$ cat src/rtl/cal_pkg.sv
package cal_pkg;
  localparam int unsigned BYTE_W  = 8;
  localparam int unsigned NFIELDS = 7;

  // field index: 0 sec, 1 min, 2 hour, 3 wday, 4 date, 5 month, 6 year
  localparam logic [BYTE_W-1:0] FIELD_MIN  [NFIELDS] =
    '{8'h00, 8'h00, 8'h00, 8'h01, 8'h01, 8'h01, 8'h00};
  localparam logic [BYTE_W-1:0] FIELD_MAX  [NFIELDS] =
    '{8'h59, 8'h59, 8'h23, 8'h07, 8'h31, 8'h12, 8'h99};
  localparam logic [BYTE_W-1:0] FIELD_KEEP [NFIELDS] =
    '{8'h7F, 8'h7F, 8'h3F, 8'h07, 8'h3F, 8'h1F, 8'hFF};
  // source of each field's increment: -1 = gated tick
  localparam int FIELD_SRC [NFIELDS] = '{-1, 0, 1, 2, 2, 4, 5};
  localparam int DATE_IDX = 4;

  function automatic logic bcd_leap(input logic [BYTE_W-1:0] yr);
    if (yr[4]) return (yr[3:0] == 4'd2) || (yr[3:0] == 4'd6);
    return (yr[3:0] == 4'd0) || (yr[3:0] == 4'd4) || (yr[3:0] == 4'd8);
  endfunction
endpackage

$ cat src/rtl/cal_month_len.sv
module cal_month_len
  import cal_pkg::*;
(
  input  logic [BYTE_W-1:0] month_i,
  input  logic [BYTE_W-1:0] year_i,
  output logic [BYTE_W-1:0] last_date_o
);
  always_comb begin
    unique case (month_i)
      8'h02:                      last_date_o = bcd_leap(year_i) ? 8'h29 : 8'h28;
      8'h04, 8'h06, 8'h09, 8'h11: last_date_o = 8'h30;
      default:                    last_date_o = 8'h31;
    endcase
  end
endmodule

$ cat src/rtl/cal_bcd_field.sv
module cal_bcd_field
  import cal_pkg::*;
#(
  parameter logic [BYTE_W-1:0] MIN_VAL = 8'h00,
  parameter logic [BYTE_W-1:0] KEEP    = 8'hFF
) (
  input  logic              clk_i,
  input  logic              rst_ni,
  input  logic              inc_i,
  input  logic              load_i,
  input  logic [BYTE_W-1:0] ld_val_i,
  input  logic [BYTE_W-1:0] max_i,
  output logic [BYTE_W-1:0] val_o,
  output logic              carry_o
);
  logic [BYTE_W-1:0] val_q, val_inc;

  always_comb begin
    if (val_q[3:0] >= 4'd9) val_inc = {val_q[7:4] + 4'd1, 4'd0};
    else                    val_inc = {val_q[7:4], val_q[3:0] + 4'd1};
  end

  // >= so that a loaded out-of-range value still wraps
  assign carry_o = inc_i && (val_q >= max_i);

  always_ff @(posedge clk_i or negedge rst_ni) begin
    if (!rst_ni)      val_q <= MIN_VAL;
    else if (load_i)  val_q <= ld_val_i & KEEP;
    else if (carry_o) val_q <= MIN_VAL;
    else if (inc_i)   val_q <= val_inc & KEEP;
  end

  assign val_o = val_q;


  wrap_chk: assert property (@(posedge clk_i) disable iff (!rst_ni)
    (inc_i && !load_i && val_q == max_i) |=> val_q == MIN_VAL);

  step_chk: assert property (@(posedge clk_i) disable iff (!rst_ni)
    (inc_i && !load_i && val_q < max_i) |=> val_q != $past(val_q));

  load_chk: assert property (@(posedge clk_i) disable iff (!rst_ni)
    load_i |=> val_q == ($past(ld_val_i) & KEEP));

  keep_chk: assert property (@(posedge clk_i) disable iff (!rst_ni)
    (val_q & ~KEEP) == '0);
endmodule

$ cat src/rtl/bcd_calendar.sv
module bcd_calendar
  import cal_pkg::*;
(
  input  logic              clk_i,
  input  logic              rst_ni,
  input  logic              tick_i,
  input  logic              load_i,
  input  logic [BYTE_W-1:0] ld_sec_i,
  input  logic [BYTE_W-1:0] ld_min_i,
  input  logic [BYTE_W-1:0] ld_hour_i,
  input  logic [BYTE_W-1:0] ld_wday_i,
  input  logic [BYTE_W-1:0] ld_date_i,
  input  logic [BYTE_W-1:0] ld_month_i,
  input  logic [BYTE_W-1:0] ld_year_i,
  output logic [BYTE_W-1:0] sec_o,
  output logic [BYTE_W-1:0] min_o,
  output logic [BYTE_W-1:0] hour_o,
  output logic [BYTE_W-1:0] wday_o,
  output logic [BYTE_W-1:0] date_o,
  output logic [BYTE_W-1:0] month_o,
  output logic [BYTE_W-1:0] year_o
);
  logic [BYTE_W-1:0] ld_val [NFIELDS];
  logic [BYTE_W-1:0] fval   [NFIELDS];
  logic [NFIELDS-1:0] carry, inc;
  logic [BYTE_W-1:0] last_date;
  logic stop_q, tick_run;

  assign ld_val[0] = ld_sec_i;
  assign ld_val[1] = ld_min_i;
  assign ld_val[2] = ld_hour_i;
  assign ld_val[3] = ld_wday_i;
  assign ld_val[4] = ld_date_i;
  assign ld_val[5] = ld_month_i;
  assign ld_val[6] = ld_year_i;

  // halt flag lives beside the seconds digits
  always_ff @(posedge clk_i or negedge rst_ni) begin
    if (!rst_ni)     stop_q <= 1'b0;
    else if (load_i) stop_q <= ld_sec_i[7];
  end

  assign tick_run = tick_i && !stop_q && !load_i;

  cal_month_len i_month_len (
    .month_i     (fval[5]),
    .year_i      (fval[6]),
    .last_date_o (last_date)
  );

  for (genvar i = 0; i < NFIELDS; i++) begin : g_field
    logic [BYTE_W-1:0] max_sel;
    if (FIELD_SRC[i] < 0) begin : g_root
      assign inc[i] = tick_run;
    end else begin : g_chain
      assign inc[i] = carry[FIELD_SRC[i]];
    end
    if (i == DATE_IDX) begin : g_dyn
      assign max_sel = last_date;
    end else begin : g_fix
      assign max_sel = FIELD_MAX[i];
    end
    cal_bcd_field #(
      .MIN_VAL (FIELD_MIN[i]),
      .KEEP    (FIELD_KEEP[i])
    ) i_field (
      .clk_i    (clk_i),
      .rst_ni   (rst_ni),
      .inc_i    (inc[i]),
      .load_i   (load_i),
      .ld_val_i (ld_val[i]),
      .max_i    (max_sel),
      .val_o    (fval[i]),
      .carry_o  (carry[i])
    );
  end

  assign sec_o   = {stop_q, fval[0][6:0]};
  assign min_o   = fval[1];
  assign hour_o  = fval[2];
  assign wday_o  = fval[3];
  assign date_o  = fval[4];
  assign month_o = fval[5];
  assign year_o  = fval[6];


  stop_hold_chk: assert property (@(posedge clk_i) disable iff (!rst_ni)
    (stop_q && !load_i) |=> $stable({sec_o, min_o, hour_o, wday_o, date_o, month_o, year_o}));

  feb_cap_chk: assert property (@(posedge clk_i) disable iff (!rst_ni)
    (tick_run && month_o == 8'h02 && date_o == 8'h29 && hour_o == 8'h23
     && min_o == 8'h59 && sec_o[6:0] == 7'h59) |=> date_o == 8'h01 && month_o == 8'h03);

  load_prio_chk: assert property (@(posedge clk_i) disable iff (!rst_ni)
    load_i |=> sec_o == $past(ld_sec_i));

  wday_range_chk: assert property (@(posedge clk_i) disable iff (!rst_ni)
    (!load_i && inc[3] && wday_o == 8'h07) |=> wday_o == 8'h01);
endmodule

$ cat config.mk
export PLATFORM = sky130hd
export DESIGN_NAME = bcd_calendar
export DESIGN_NICKNAME = d
export VERILOG_FILES = /design/src/rtl/cal_pkg.sv /design/src/rtl/cal_month_len.sv /design/src/rtl/cal_bcd_field.sv /design/src/rtl/bcd_calendar.sv
export SDC_FILE = /design/constraint.sdc
export NUM_CORES = 1
export LEC_CHECK = 0
export BUFFER_PORTS_ARGS = -buffer_cell sky130_fd_sc_hd__buf_2
export CAP_MARGIN = 20
export CELL_PAD_IN_SITES_DETAIL_PLACEMENT = 1
export CELL_PAD_IN_SITES_GLOBAL_PLACEMENT = 2
export CORE_MARGIN = 2
export CORE_UTILIZATION = 32
export DETAILED_ROUTE_END_ITERATION = 10
export PLACE_DENSITY_LB_ADDON = 0.15
export SKIP_LAST_GASP = 1
export SYNTH_ARGS = -nofsm -noshare
export SYNTH_HDL_FRONTEND = slang
export SYNTH_HIERARCHICAL = 1
export SYNTH_SLANG_ARGS = --single-unit
$ cat constraint.sdc
create_clock -name clk_i -period 5.03 [get_ports clk_i]
set_input_delay 1.006 -clock clk_i [delete_from_list [all_inputs] [get_ports clk_i]]
set_output_delay 1.006 -clock clk_i [all_outputs]
set_load 0.05 [all_outputs]
==> results of run 1 <==
-- layout make-up --
type	instances	area (um2)	share of cell area (%)
well taps	176	220.2	4.171
flip-flops and latches	43	1080	20.45
inverters	69	259.0	4.905
multi-input cells	431	3102	58.74
clock buffers	8	136.4	2.583
repair buffers	94	483.0	9.147
-- registers in the layout, indices dropped and copies added, names as in the netlist --
| signal | count |
|---|---|
| g_field.i_field/val_o | 42 |
| stop_q | 1 |
-- worst max-delay path, cell delays in order --
cell and delay (ns):
buf_2 0.12, nor3b_1 0.32, inv_1 0.24, nor2_1 0.23, inv_1 0.19, nor2_1 0.16
buf_4 0.17, inv_1 0.11, nor2_1 0.17, and2_2 0.26, nor4b_4 0.23, o211ai_2 0.18
inv_2 0.21, o21ai_0 0.15, o31ai_2 0.37, o31ai_1 0.13, mux2_1 0.30
-- per-stage QoR --
stage	setup slack (ns)	instance area, um2	util, %
after floorplan	0.4195	4622	-
after global placement	0.2317	5139	38.50
after detailed placement	0.1236	5139	38.50
after CTS	0.4105	5275	39.52
after global routing	0.09840	5280	39.56
final	0.6322	5280	39.56
-- report_power, final --
| group | switching (mW) | internal, mW | total, mW |
|---|---|---|---|
| combinational | 0.467 | 0.236 | 0.703 |
| sequential | 0.0977 | 0.398 | 0.495 |
| clock | 0.145 | 0.185 | 0.331 |
-- routing by layer --
metal | global-route usage, % | wire (um) | vias up
li1 | - | - | 2053
met4 | 3.807 | 119 | 0
met5 | 0 | 0 | -
met1 | 22.14 | 5553 | 2011
met2 | 32.30 | 6343 | 56
met3 | 2.820 | 352 | 11
-- worst max-delay path by stage --
stage,startpoint,endpoint,slack [ns]
6_report,load_i,g_field[6].i_field/val_o[5],0.63
5_1_grt,g_field[0].i_field/val_o[0],g_field[6].i_field/val_o[5],0.1
4_1_cts,load_i,g_field[6].i_field/val_o[5],0.41
3_5_place_dp,load_i,g_field[6].i_field/val_o[5],0.12
3_3_place_gp,load_i,g_field[6].i_field/val_o[5],0.23
2_1_floorplan,g_field[0].i_field/val_o[0],g_field[6].i_field/val_o[4],0.42
-- repair_timing --
action	in CTS	in global routing
gates resized for setup	0	1
setup endpoints to repair	0	2
hold endpoints to repair	0	0
==> impl_metrics.ini, run 1 <==
[placement]
dp_hpwl_um = 9528
numPortBuffers = 89
finalWeightedCongestion = 0.7561
dp.cells = 813

[worst_setup_path]
startpoint_type = input port
end_kind = flop
cp_data_required_time_ns = 5.21
r2r-end = g_field[6].i_field/val_o[5]
critical_path_class = input port to flop
crit_path_max_fanout = 11
r2r-start = g_field[0].i_field/val_o[0]
r2r_cells = 19
r2r_slack_ns = 0.65
worstPathArrival_ns = 4.58

[cells_and_area]
fin_nets = 768
final_cell_count_no_fill = 821
layout_commonest_cell = buf_2
mostFrequentLayoutCells = buf_2, inv_1, conb_1
n_fill_cell = 1678
syn_to_final_growth_pct = 19.99
drive_above_1_share_pct = 22.17
antenna_cells = 0

[timing]
hold_viol = 0
tightest_slew_ns = 0.6384
worst_hold_slack_ns = 0.5565
fmaxAchievable_ghz = 0.2274
setup_viol = 0
rsz0062_at_grt = false
final-max-slew-violation-count = 0
skew_ns = 0.006063
finalCritPeriodShare_pct = 87.43
totalNegativeSetupSlack_ns = 0
fin_crit_ns = 4.398
relSlewSlack_pct = 57.44

[detailed_routing]
drt-initial-drc-count = 96
wire_per_inst_um = 15.06
first_pass_iters = 4
num_vias = 4131
routed_wl_um = 12370
drc = 0
vias_per_cell = 5.032
ant_nets = 0

[floorplan]
coreArea_um2 = 13350
die_area_um2 = 14710
die_h_um = 121.3
die_x_um = 121.3
rows = 42
initial_core_util_pct = 32.97
io_pins = 116

[clocking]
clock-sinks = 43
clockBufferDepth = 2
post-cts-setup-buffers = 0
path_clk_slew_ns = 0.06
cts_tree = yes
htreeDepth = 2
clk_latency_ns = 0.29
root_buffer = clkbuf_16
ctsHoldBuffers = 0
cts_made_buffers = 5

[global_route]
track_usage_pct = 17.80
grt_max_degree = 54
grt_pass1_wl_um = 21120
grt-ovfl-total = 0
antenna_found_initial = 0
grt_pass1_vias = 4385

[job]
max_cap_violations = 0

[yosys]
syn-cell-area_um2 = 4400
syn_inst = 513
yosysWarningCount = 6
avgSynthCellArea_um2 = 8.578

[run_status]
status = complete, no violations

[pwr]
cellPowerDensity_nw_per_um2 = 289.5
p_leak_nw = 2.576
power_mw = 1.529
ir_drop_mv = 0.1413

[min_path]
whs_path_depth = 1
hold_path_class = flop to flop
holdCritStartpoint = stop_q
hold_end = stop_q
Note: power is estimated with default switching activity, not from simulation.
==> run 2: changes to the inputs <==
Settings changed: CORE_UTILIZATION 32 to 28, SLEW_MARGIN set to 20.
Clock period 5.03 ns to 3.8 ns, I/O delays scaled along.
==> run 2 against run 1 <==
- worst hold slack worse by 0.14 ns
- setup slack got worse by 0.49 ns
- die area increased by 14%
- sequential share of layout area is 0.97 points lower
- clock skew increased by 0.0011 ns
- critical endpoint unchanged
==> impl_metrics.ini, run 2 (same netlist as run 1, synthesis figures left out) <==
[floorplan]
die_h_um = 129.4
initial_core_util_pct = 28.84
rows = 45
die_x_um = 129.4
io_pins = 116
coreArea_um2 = 15260
die_area_um2 = 16740

[timing]
worst_hold_slack_ns = 0.4204
fmaxAchievable_ghz = 0.2737
hold_viol = 0
skew_ns = 0.007167
fin_ws_ns = 0.1466
tightest_slew_ns = 0.5245
setup_viol = 0
final-max-slew-violation-count = 0
fin_crit_ns = 3.653
rsz0062_at_grt = false
relSlewSlack_pct = 64.76
finalCritPeriodShare_pct = 96.14

[job]
max_cap_violations = 0

[cells_and_area]
syn_to_final_growth_pct = 27.72
fin_nets = 789
largest_reg_flops = 42
n_fill_cell = 1865
drive_above_1_share_pct = 28.83
final_cell_count_no_fill = 879
layout_commonest_cell = buf_2
mostFrequentLayoutCells = buf_2, conb_1, inv_1

[placement]
dp.cells = 865
finalWeightedCongestion = 0.7601
numPortBuffers = 89
dp_slack_ns = 0.003764
dp_hpwl_um = 9859

[worst_setup_path]
cp_data_required_time_ns = 3.98
crit_path_max_fanout = 4
critical_path_class = flop to flop
startpoint_type = flop
worstPathArrival_ns = 3.83
end_kind = flop

[detailed_routing]
drt-initial-drc-count = 127
drc = 0
num_vias = 4231
first_pass_iters = 4
wire_per_inst_um = 14.35
routed_wl_um = 12620
vias_per_cell = 4.813
ant_nets = 0

[global_route]
antenna_found_initial = 2
grt_pass1_wl_um = 20940
grtUsageMet2_pct = 27.89
busiest_layer = met2
grt_max_degree = 53
grt_pass1_vias = 4376
gr-usage-met1_pct = 18.98
met3_usage_pct = 2.188
track_usage_pct = 15.51
grt-ovfl-total = 0

[run_status]
status = complete, no violations

[clocking]
clk_latency_ns = 0.30
htreeDepth = 2
cts_tree = yes
ctsHoldBuffers = 0
cts_made_buffers = 5
root_buffer = clkbuf_16
clock-sinks = 43
clockBufferDepth = 2
path_clk_slew_ns = 0.06

[pwr]
ir_drop_mv = 0.2239
cellPowerDensity_nw_per_um2 = 371.7
p_leak_nw = 2.697

[min_path]
hold_path_class = input port to async pin
==> run 2: changes by cell type in the layout (fill, tap and decap cells not counted), sizes merged <==
cell    delta
buf       +21
clkinv     +1
diode      +2
clkbuf     -1
==> run 2: layout make-up <==
| class | count | area [um2] | share of cell area, % |
|---|---|---|---|
| clock buffers | 7 | 132.6 | 2.360 |
| flip-flops and latches | 43 | 1095 | 19.48 |
| well taps | 211 | 264.0 | 4.697 |
| inverters | 69 | 259.0 | 4.608 |
| diodes | 2 | 5.005 | 0.08905 |
| multi-input cells | 431 | 3217 | 57.24 |
| clock inverters | 1 | 5.005 | 0.08905 |
| repair buffers | 115 | 643.1 | 11.44 |
==> run 2: stage by stage <==
step	utilization [%]	power (mW)	area, um2	setup TNS (ns)
floorplan	-	1.368	4698	-0.09527
detailed placement	35.21	1.634	5373	0
global placement	35.21	1.605	5373	0
CTS	36.26	2.091	5533	0
finish	36.83	2.089	5620	0
global route	36.82	2.243	5618	0
==> run 2: power by group <==
part	internal (mW)	leakage, nW	total (mW)	switching, mW
clock network	0.244	0.0679	0.439	0.195
registers	0.530	0.496	0.641	0.110
logic	0.352	2.13	1.01	0.658
==> run 2: routing by layer <==
layer	vias to the layer above	routed length, um
met5	-	0
met4	0	189
met3	11	348
met2	58	6250
met1	2072	5828
li1	2090	-
==> run 2: repair_timing <==
action / in CTS / in global routing
buffers inserted: 2 / 2
pin swaps: 3 / 16
cloned: 0 / 0
setup endpoints to repair: 1 / 5
gates resized for setup: 2 / 14
==> run 2: final timing paths <==
check	depth (start not counted)	to	slack [ns]	from
min reg2reg	1	stop_q	0.54	stop_q
min in group clk_i	1	stop_q	0.54	stop_q
min	1	g_field[6].i_field/val_o[7]	0.42	rst_ni
max	16	g_field[6].i_field/val_o[5]	0.15	g_field[5].i_field/val_o[0]
max in group asynchronous	2	g_field[3].i_field/val_o[0]	2.59	rst_ni
max reg2reg	16	g_field[6].i_field/val_o[5]	0.15	g_field[5].i_field/val_o[0]
==> run 2: critical path: stages (launching register included) <==
cell	delay, ns
dfstp_4	0.47
or3_4	0.33
or3b_4	0.41
and2b_1	0.22
inv_2	0.05
ha_4	0.27
o2111ai_4	0.12
a31oi_4	0.18
and2_4	0.17
nor4b_4	0.21
o211ai_2	0.16
inv_2	0.12
nand2_2	0.05
o31a_1	0.30
o31ai_4	0.09
o31ai_2	0.11
mux2_4	0.28
